**config.mk**
```make
export PLATFORM = sky130hd
export DESIGN_NAME = alu_flag_unit
export DESIGN_NICKNAME = d
export VERILOG_FILES = /design/src/rtl/alu_flag_pkg.sv /design/src/rtl/alu_addsub.sv /design/src/rtl/alu_bitwise.sv /design/src/rtl/alu_bitmove.sv /design/src/rtl/alu_flag_unit.sv
export SDC_FILE = /design/constraint.sdc
export NUM_CORES = 1
export LEC_CHECK = 0
export BUFFER_PORTS_ARGS = -buffer_cell sky130_fd_sc_hd__buf_2
export CAP_MARGIN = 0
export CORE_AREA = 2 2 75 77
export DETAILED_ROUTE_END_ITERATION = 10
export DIE_AREA = 0 0 77 79
export GPL_ROUTABILITY_DRIVEN = 0
export GPL_TIMING_DRIVEN = 0
export PLACE_DENSITY = 0.81
export SYNTH_ARGS = -nofsm -noshare
export SYNTH_HDL_FRONTEND = slang
export SYNTH_SLANG_ARGS = --single-unit
```
**constraint.sdc**
```tcl
create_clock -name clk -period 4.1 [get_ports clk]
set_clock_uncertainty 0.15 [all_clocks]
set_input_delay 0.615 -clock clk [delete_from_list [all_inputs] [get_ports clk]]
set_output_delay 0.615 -clock clk [all_outputs]
set_load 0.02 [all_outputs]
```
**src/rtl/alu_flag_pkg.sv**
```systemverilog
package alu_flag_pkg;

    typedef enum logic [3:0] {
        OP_ADD = 4'd0,
        OP_ADC = 4'd1,
        OP_SUB = 4'd2,
        OP_SBC = 4'd3,
        OP_AND = 4'd4,
        OP_OR  = 4'd5,
        OP_XOR = 4'd6,
        OP_COM = 4'd7,
        OP_NEG = 4'd8,
        OP_INC = 4'd9,
        OP_DEC = 4'd10,
        OP_LSR = 4'd11,
        OP_ASR = 4'd12,
        OP_BST = 4'd13,
        OP_BLD = 4'd14,
        OP_NOP = 4'd15
    } alu_op_e;

    // packed MSB first: i is bit 7, c is bit 0
    typedef struct packed {
        logic i;
        logic t;
        logic h;
        logic s;
        logic v;
        logic n;
        logic z;
        logic c;
    } sreg_t;

endpackage

```
**src/rtl/alu_addsub.sv**
```systemverilog
module alu_addsub #(
    parameter int W  = 8,
    parameter int HB = W / 2
) (
    input  logic [W-1:0] a,
    input  logic [W-1:0] b,
    input  logic         cin,
    input  logic         sub,
    output logic [W-1:0] sum,
    output logic         carry,
    output logic         half,
    output logic         ovf
);
    logic [W-1:0] bx;
    logic         cx;
    logic [W:0]   full;
    logic [HB:0]  low;

    // subtraction as a + ~b + ~borrow_in
    assign bx    = sub ? ~b : b;
    assign cx    = sub ? ~cin : cin;
    assign full  = {1'b0, a} + {1'b0, bx} + {{W{1'b0}}, cx};
    assign low   = {1'b0, a[HB-1:0]} + {1'b0, bx[HB-1:0]} + {{HB{1'b0}}, cx};
    assign sum   = full[W-1:0];
    assign carry = full[W] ^ sub;
    assign half  = low[HB] ^ sub;
    assign ovf   = (a[W-1] == bx[W-1]) && (full[W-1] != a[W-1]);
endmodule

```
**src/rtl/alu_bitwise.sv**
```systemverilog
module alu_bitwise
    import alu_flag_pkg::*;
#(
    parameter int W = 8
) (
    input  alu_op_e      op,
    input  logic [W-1:0] a,
    input  logic [W-1:0] b,
    output logic [W-1:0] res
);
    always_comb begin
        case (op)
            OP_AND:  res = a & b;
            OP_OR:   res = a | b;
            OP_XOR:  res = a ^ b;
            OP_COM:  res = ~a;
            OP_LSR:  res = {1'b0, a[W-1:1]};
            OP_ASR:  res = {a[W-1], a[W-1:1]};
            default: res = a;
        endcase
    end
endmodule

```
**src/rtl/alu_bitmove.sv**
```systemverilog
module alu_bitmove #(
    parameter int W  = 8,
    parameter int IW = $clog2(W)
) (
    input  logic [W-1:0]  a,
    input  logic [IW-1:0] idx,
    input  logic          t_in,
    output logic [W-1:0]  ld_res,
    output logic          st_bit
);
    generate
        for (genvar g = 0; g < W; g++) begin : g_bit
            assign ld_res[g] = (idx == IW'(g)) ? t_in : a[g];
        end
    endgenerate

    assign st_bit = a[idx];
endmodule

```
**src/rtl/alu_flag_unit.sv**
```systemverilog
module alu_flag_unit
    import alu_flag_pkg::*;
#(
    parameter int W = 8
) (
    input  logic         clk,
    input  logic         rst_n,
    input  logic         op_valid_i,
    input  logic [3:0]   op_i,
    input  logic [W-1:0] a_i,
    input  logic [W-1:0] b_i,
    output logic [W-1:0] res_o,
    output logic [7:0]   sreg_o,
    input  logic         sreg_wr_i,
    input  logic [7:0]   sreg_wdata_i,
    input  logic         ien_set_i,
    input  logic         ien_clr_i,
    input  logic         tbit_set_i,
    input  logic         tbit_clr_i
);
    localparam int HB = W / 2;
    localparam int IW = $clog2(W);

    typedef struct packed {
        sreg_t sreg;
    } state_t;

    state_t       st_d, st_q;
    alu_op_e      op;
    logic [W-1:0] add_a, add_b, add_sum;
    logic         add_cin, add_sub, add_c, add_h, add_v;
    logic [W-1:0] lg_res, ld_res;
    logic         st_bit;
    logic         is_arith;
    logic [W-1:0] res;

    assign op = alu_op_e'(op_i);

    // adder operand selection
    always_comb begin
        add_a    = a_i;
        add_b    = b_i;
        add_cin  = 1'b0;
        add_sub  = 1'b0;
        is_arith = 1'b1;
        case (op)
            OP_ADD: ;
            OP_ADC: add_cin = st_q.sreg.c;
            OP_SUB: add_sub = 1'b1;
            OP_SBC: begin add_sub = 1'b1; add_cin = st_q.sreg.c; end
            OP_NEG: begin add_a = '0; add_b = a_i; add_sub = 1'b1; end
            OP_INC: add_b = W'(1);
            OP_DEC: begin add_b = W'(1); add_sub = 1'b1; end
            default: is_arith = 1'b0;
        endcase
    end

    alu_addsub #(.W(W), .HB(HB)) i_addsub (
        .a(add_a), .b(add_b), .cin(add_cin), .sub(add_sub),
        .sum(add_sum), .carry(add_c), .half(add_h), .ovf(add_v)
    );

    alu_bitwise #(.W(W)) i_bitwise (
        .op(op), .a(a_i), .b(b_i), .res(lg_res)
    );

    alu_bitmove #(.W(W), .IW(IW)) i_bitmove (
        .a(a_i), .idx(b_i[IW-1:0]), .t_in(st_q.sreg.t),
        .ld_res(ld_res), .st_bit(st_bit)
    );

    // result selection and next flag state
    always_comb begin
        sreg_t fl;
        logic  flag_op;
        logic  zero;

        if (is_arith)          res = add_sum;
        else if (op == OP_BLD) res = ld_res;
        else                   res = lg_res;

        zero    = (res == '0);
        flag_op = !(op == OP_BST || op == OP_BLD || op == OP_NOP);
        fl      = st_q.sreg;

        if (op_valid_i) begin
            case (op)
                OP_ADD, OP_ADC, OP_SUB, OP_SBC, OP_NEG: begin
                    fl.c = add_c;
                    fl.h = add_h;
                    fl.v = add_v;
                end
                OP_AND, OP_OR, OP_XOR: fl.v = 1'b0;
                OP_COM: begin
                    fl.v = 1'b0;
                    fl.c = 1'b1;
                end
                OP_INC, OP_DEC: fl.v = add_v;
                OP_LSR, OP_ASR: begin
                    fl.c = a_i[0];
                    fl.v = res[W-1] ^ a_i[0];
                end
                OP_BST: fl.t = st_bit;
                default: ;
            endcase
            if (flag_op) begin
                fl.n = res[W-1];
                fl.z = (op == OP_SBC) ? (zero && st_q.sreg.z) : zero;
                fl.s = fl.n ^ fl.v;
            end
        end

        if (sreg_wr_i)  fl   = sreg_t'(sreg_wdata_i);
        if (ien_clr_i)  fl.i = 1'b0;
        if (ien_set_i)  fl.i = 1'b1;
        if (tbit_clr_i) fl.t = 1'b0;
        if (tbit_set_i) fl.t = 1'b1;

        st_d.sreg = fl;
    end

    always_ff @(posedge clk or negedge rst_n) begin
        if (!rst_n) st_q <= '0;
        else        st_q <= st_d;
    end

    assign res_o  = res;
    assign sreg_o = st_q.sreg;
endmodule

```
==> summary.md <==
| Metric | Value |
|---|---|
| Worst-Skew Late Latency | 0.24 ns |
| Mean post-synth cell area | a little under 7 um2 |
| Sequential area share after synthesis | roughly 7.6% |
| GRT Residual Overflow | 0 |
| HPWL reported at the end of detailed placement | between 7 and 8 mm |
| Result of the run | completed |
| Switching power total | 335 uW |
| Leak Pwr | between 1 and 1.5 nW |
| Area added between synthesis and finish | 24.4% |
| Global-route total usage across every layer | 30.8% |
| Final total negative setup slack | 0 ns |
| Peak-usage layer in the global routing report | met2 |
| Min-delay worst type | primary input to async pin |
| Via count of the routed design | approximately 3,500 |
| Detailed-route DRC error count | 0 |
| Part of the cycle the worst path needs | a little under 100% |
| Vias in the first global route | 3,155 |
| Number of CTS-inserted buffers | 3 |
| Required time of the worst setup path | about 3.3 ns |
| Maximum vdd drop | 145 uV |
| Area occupied by registers | 200 um2 |
| Power density over the cells | around 210 nW/um2 |
| CP Max Fanout | 10 |
| Max transition margin | 55.0% |
| Synthesized cell area | 2640 um2 |
| Clock transition at the register clock pins on the worst setup and hold paths after CTS | 0.04 ns |
| Cell depth of the worst flop-to-flop path | 12 |
| # IOs | 52 |
| Area taken by multi-input logic gates | 2250 um2 |
| Netlist cell types | 66 |
| Number of fillers in the final layout | ~500 |
| CTS tree | built |
| Share of total power consumed by net switching | 48.2% |
| Fin crit period | around 4.1 ns |
| Combinational Power Share | 72.0% |
| R2r startpoint | sreg_o[0] |
| Largest register FFs | 8 |
| Element type at the critical path end | output pin |
| H-tree depth | 1 |
| Buffers on Ports | 50 |
| Mean routed wirelength per cell | 18.7 um |
| CP Launch Point | op_i[0] |
| Most used flip-flop cell after synthesis | dfrtp_1 |
| Global routing usage on met2 | 50.0% |
| Synth Net Count | roughly 450 |
| Sort of element at the start of the critical path | primary input |
| Core area | between 5000 and 6000 um2 |
| Internal Dissipation | 360 uW |
| Clock Path Buffers | 2 |
| Max Freq | 246 MHz |
| Proportion of power drawn by flip-flops and latches | 13.8% |
| Met3 global-route usage | approximately 6% |
| Die extent in x | 77 um |
| Number of standard-cell rows in the floorplan | 27 |
| Final setup violating endpoints | 0 |
| Wire length of the first global-routing pass | 15.1 mm |
| Post-synthesis sequential element count | 8 |
| Setup slack at placement | -0.729 ns |
| Fraction of registers with async set/reset | 100% |
| Hold Vio Cnt, Final | 0 |
| Number of antenna violations at the first check in global routing | 0 |
| Arrival time at the worst endpoint | roughly 3.3 ns |
| Final Worst Setup Slack | 0.0329 ns |
| Iter 0 DRT Violations | 647 |
| Post-placement cell count | 508 |
| Slew @ Worst Pin | 0.673 ns |
| Share of layout cells above drive strength 1 | between 20% and 30% |
| Count of flip-flops with a built-in enable after synthesis | 0 |
| Diode insertion count for antenna repair | 0 |
| Global routing met1 resource utilization | 38.5% |
| Initial Utilization | 49.5% |
| Pin count of the biggest net entering global routing | 29 |
| Library cell used as clock root buffer | clkbuf_8 |
| Layout Cells excl Fill | about 520 |
| Critical path class | primary input to output pin |
| RSZ-0062 raised after global routing | yes |
| Count of nets after finishing | 510 |
| Final Max Tran Viols | 0 |
| Die footprint | 6080 um2 |
| R2R Setup Slk | 0.68 ns |
| First-pass iteration count of the detailed router | 6 |
| Warning count from the yosys run | 0 |
| Count of antenna-violating nets left after detailed routing | 0 |
| Total of max-cap violations | 0 |
| FF-to-FF End | sreg_o[0] |
| Clk sinks | 8 |
| Overall power after layout | 695 uW |
| Vertical die dimension | 79 um |
| Average via count per standard cell | roughly 6.7 |
| Instance count of the mapped netlist | 386 |
| Overall routed net length | 9.73 mm |
| Clock power share | ~14% |
## logic make-up (layout without fill, tap and decap cells)
logic type               after synthesis  count (layout)  share of synthesized area [%]
AO/OA/AOI/OAI                        147             147                           35.8
AND/OR/NAND/NOR                      130             130                           24.5
buffers and inverters                 54             115                           10.0
adder cells (fa/ha/maj)               25              25                           12.4
multiplexers                          16              16                           7.63
flip-flops                             8               8                           7.58
XOR/XNOR                               6               6                           1.99
## final cells by class
| type | instances | share of cell area [%] |
|---|---|---|
| Buffer | 22 | 6.86 |
| Clock buffer | 3 | 1.26 |
| Inverter | 23 | 2.67 |
| Multi-Input combinational cell | 324 | 68.5 |
| Sequential cell | 8 | 6.10 |
| Tap cell | 72 | 2.74 |
| Timing Repair Buffer | 67 | 11.9 |
## routing by layer
layer	vias to the layer above	share of wire (%)	routed length, um
met3	71	12	1190
met1	1599	37	3580
met4	0	6.1	594
li1	1540	-	-
met2	273	45	4360
met5	-	0	0
## Yosys cell counts, drive strengths merged (3+ instances only)
cell | instances | area share [%]
nand2b | 12 | 2.8
a221oi | 4 | 1.3
nand2 | 38 | 5.4
o211ai | 4 | 1.1
a211oi | 6 | 1.7
nand3b | 5 | 1.4
nor2b | 4 | 1.2
a31oi | 7 | 1.7
mux4 | 3 | 2.6
nor3b | 3 | 0.85
mux2i | 10 | 3.8
o21bai | 3 | 0.85
mux2 | 3 | 1.3
nor3 | 3 | 0.57
inv | 23 | 3.3
dfrtp | 8 | 7.6
o21ai | 40 | 7.6
nor4 | 3 | 0.71
a22o | 4 | 1.3
a21oi | 40 | 7.7
xor2 | 3 | 1.0
xnor2 | 3 | 1.0
a21o | 4 | 1.1
or2 | 3 | 0.71
clkbuf | 12 | 1.7
nand3 | 9 | 1.7
nor2 | 40 | 5.7
buf | 19 | 5.1
ha | 23 | 11
o311ai | 5 | 1.7
o22ai | 6 | 1.4
## critical path: stages
cell,delay (ns)
buf_6,0.12
buf_12,0.12
buf_8,0.13
nor2b_4,0.18
mux2i_1,0.10
o22ai_1,0.11
nand2_1,0.11
fa_2,0.42
fa_2,0.37
nand2b_4,0.16
a21oi_4,0.20
xor2_1,0.26
a22o_1,0.21
buf_2,0.18
## repair_timing
action	4_1_cts	5_1_grt
buffers inserted	10	7
pin swaps	5	12
hold buffers	0	0
resized for setup	35	14
endpoints found under the setup margin	9	4
## cell usage in the layout, fill, tap and decap left out, types with 3 or more instances in the layout
cell	instances
o21bai_1	3
a221oi_1	4
mux2i_1	10
ha_1	23
a31oi_1	6
mux4_2	3
nor3_1	3
a21oi_1	37
o22ai_1	6
nor4_1	3
buf_12	3
clkbuf_8	4
a211oi_1	6
buf_2	49
nand3_1	9
a21o_1	4
dfrtp_1	8
nand3b_1	5
nand2b_1	11
buf_6	4
inv_1	20
nand2_1	37
xor2_1	3
nor3b_1	3
buf_4	22
o21ai_0	35
mux2_2	3
nor2_1	39
o211ai_1	4
o21ai_1	5
a22o_1	4
clkbuf_1	5
o311ai_0	3
buf_8	4
## metrics by stage
step | utilization [%] | cell area, um2 | hold WS (ns)
after floorplan | - | 2650 | 0.169
after global placement | 56.1 | 2990 | 0.316
after detailed placement | 56.1 | 2990 | 0.322
after CTS | 60.2 | 3220 | 0.0692
after global routing | 61.5 | 3280 | 0.0741
final | 61.5 | 3280 | 0.0643
## power groups by stage
stage	combinational (mW)	sequential (mW)	clock (mW)
after floorplan	0.292	0.106	0
after global placement	0.423	0.0963	0
after detailed placement	0.431	0.0963	0
after CTS	0.462	0.0955	0.101
after global routing	0.535	0.0969	0.104
final	0.500	0.0957	0.0991
## worst max-delay path by stage
stage	cells after the start	endpoint	slack [ns]
5_1_grt	14	res_o[4]	-0.03
3_3_place_gp	16	sreg_o[0]	-0.69
2_1_floorplan	14	sreg_o[1]	0.02
4_1_cts	15	res_o[6]	0.03
6_report	14	res_o[4]	0.03
3_5_place_dp	17	sreg_o[0]	-0.73
Note: power is estimated with default switching activity, not from simulation.
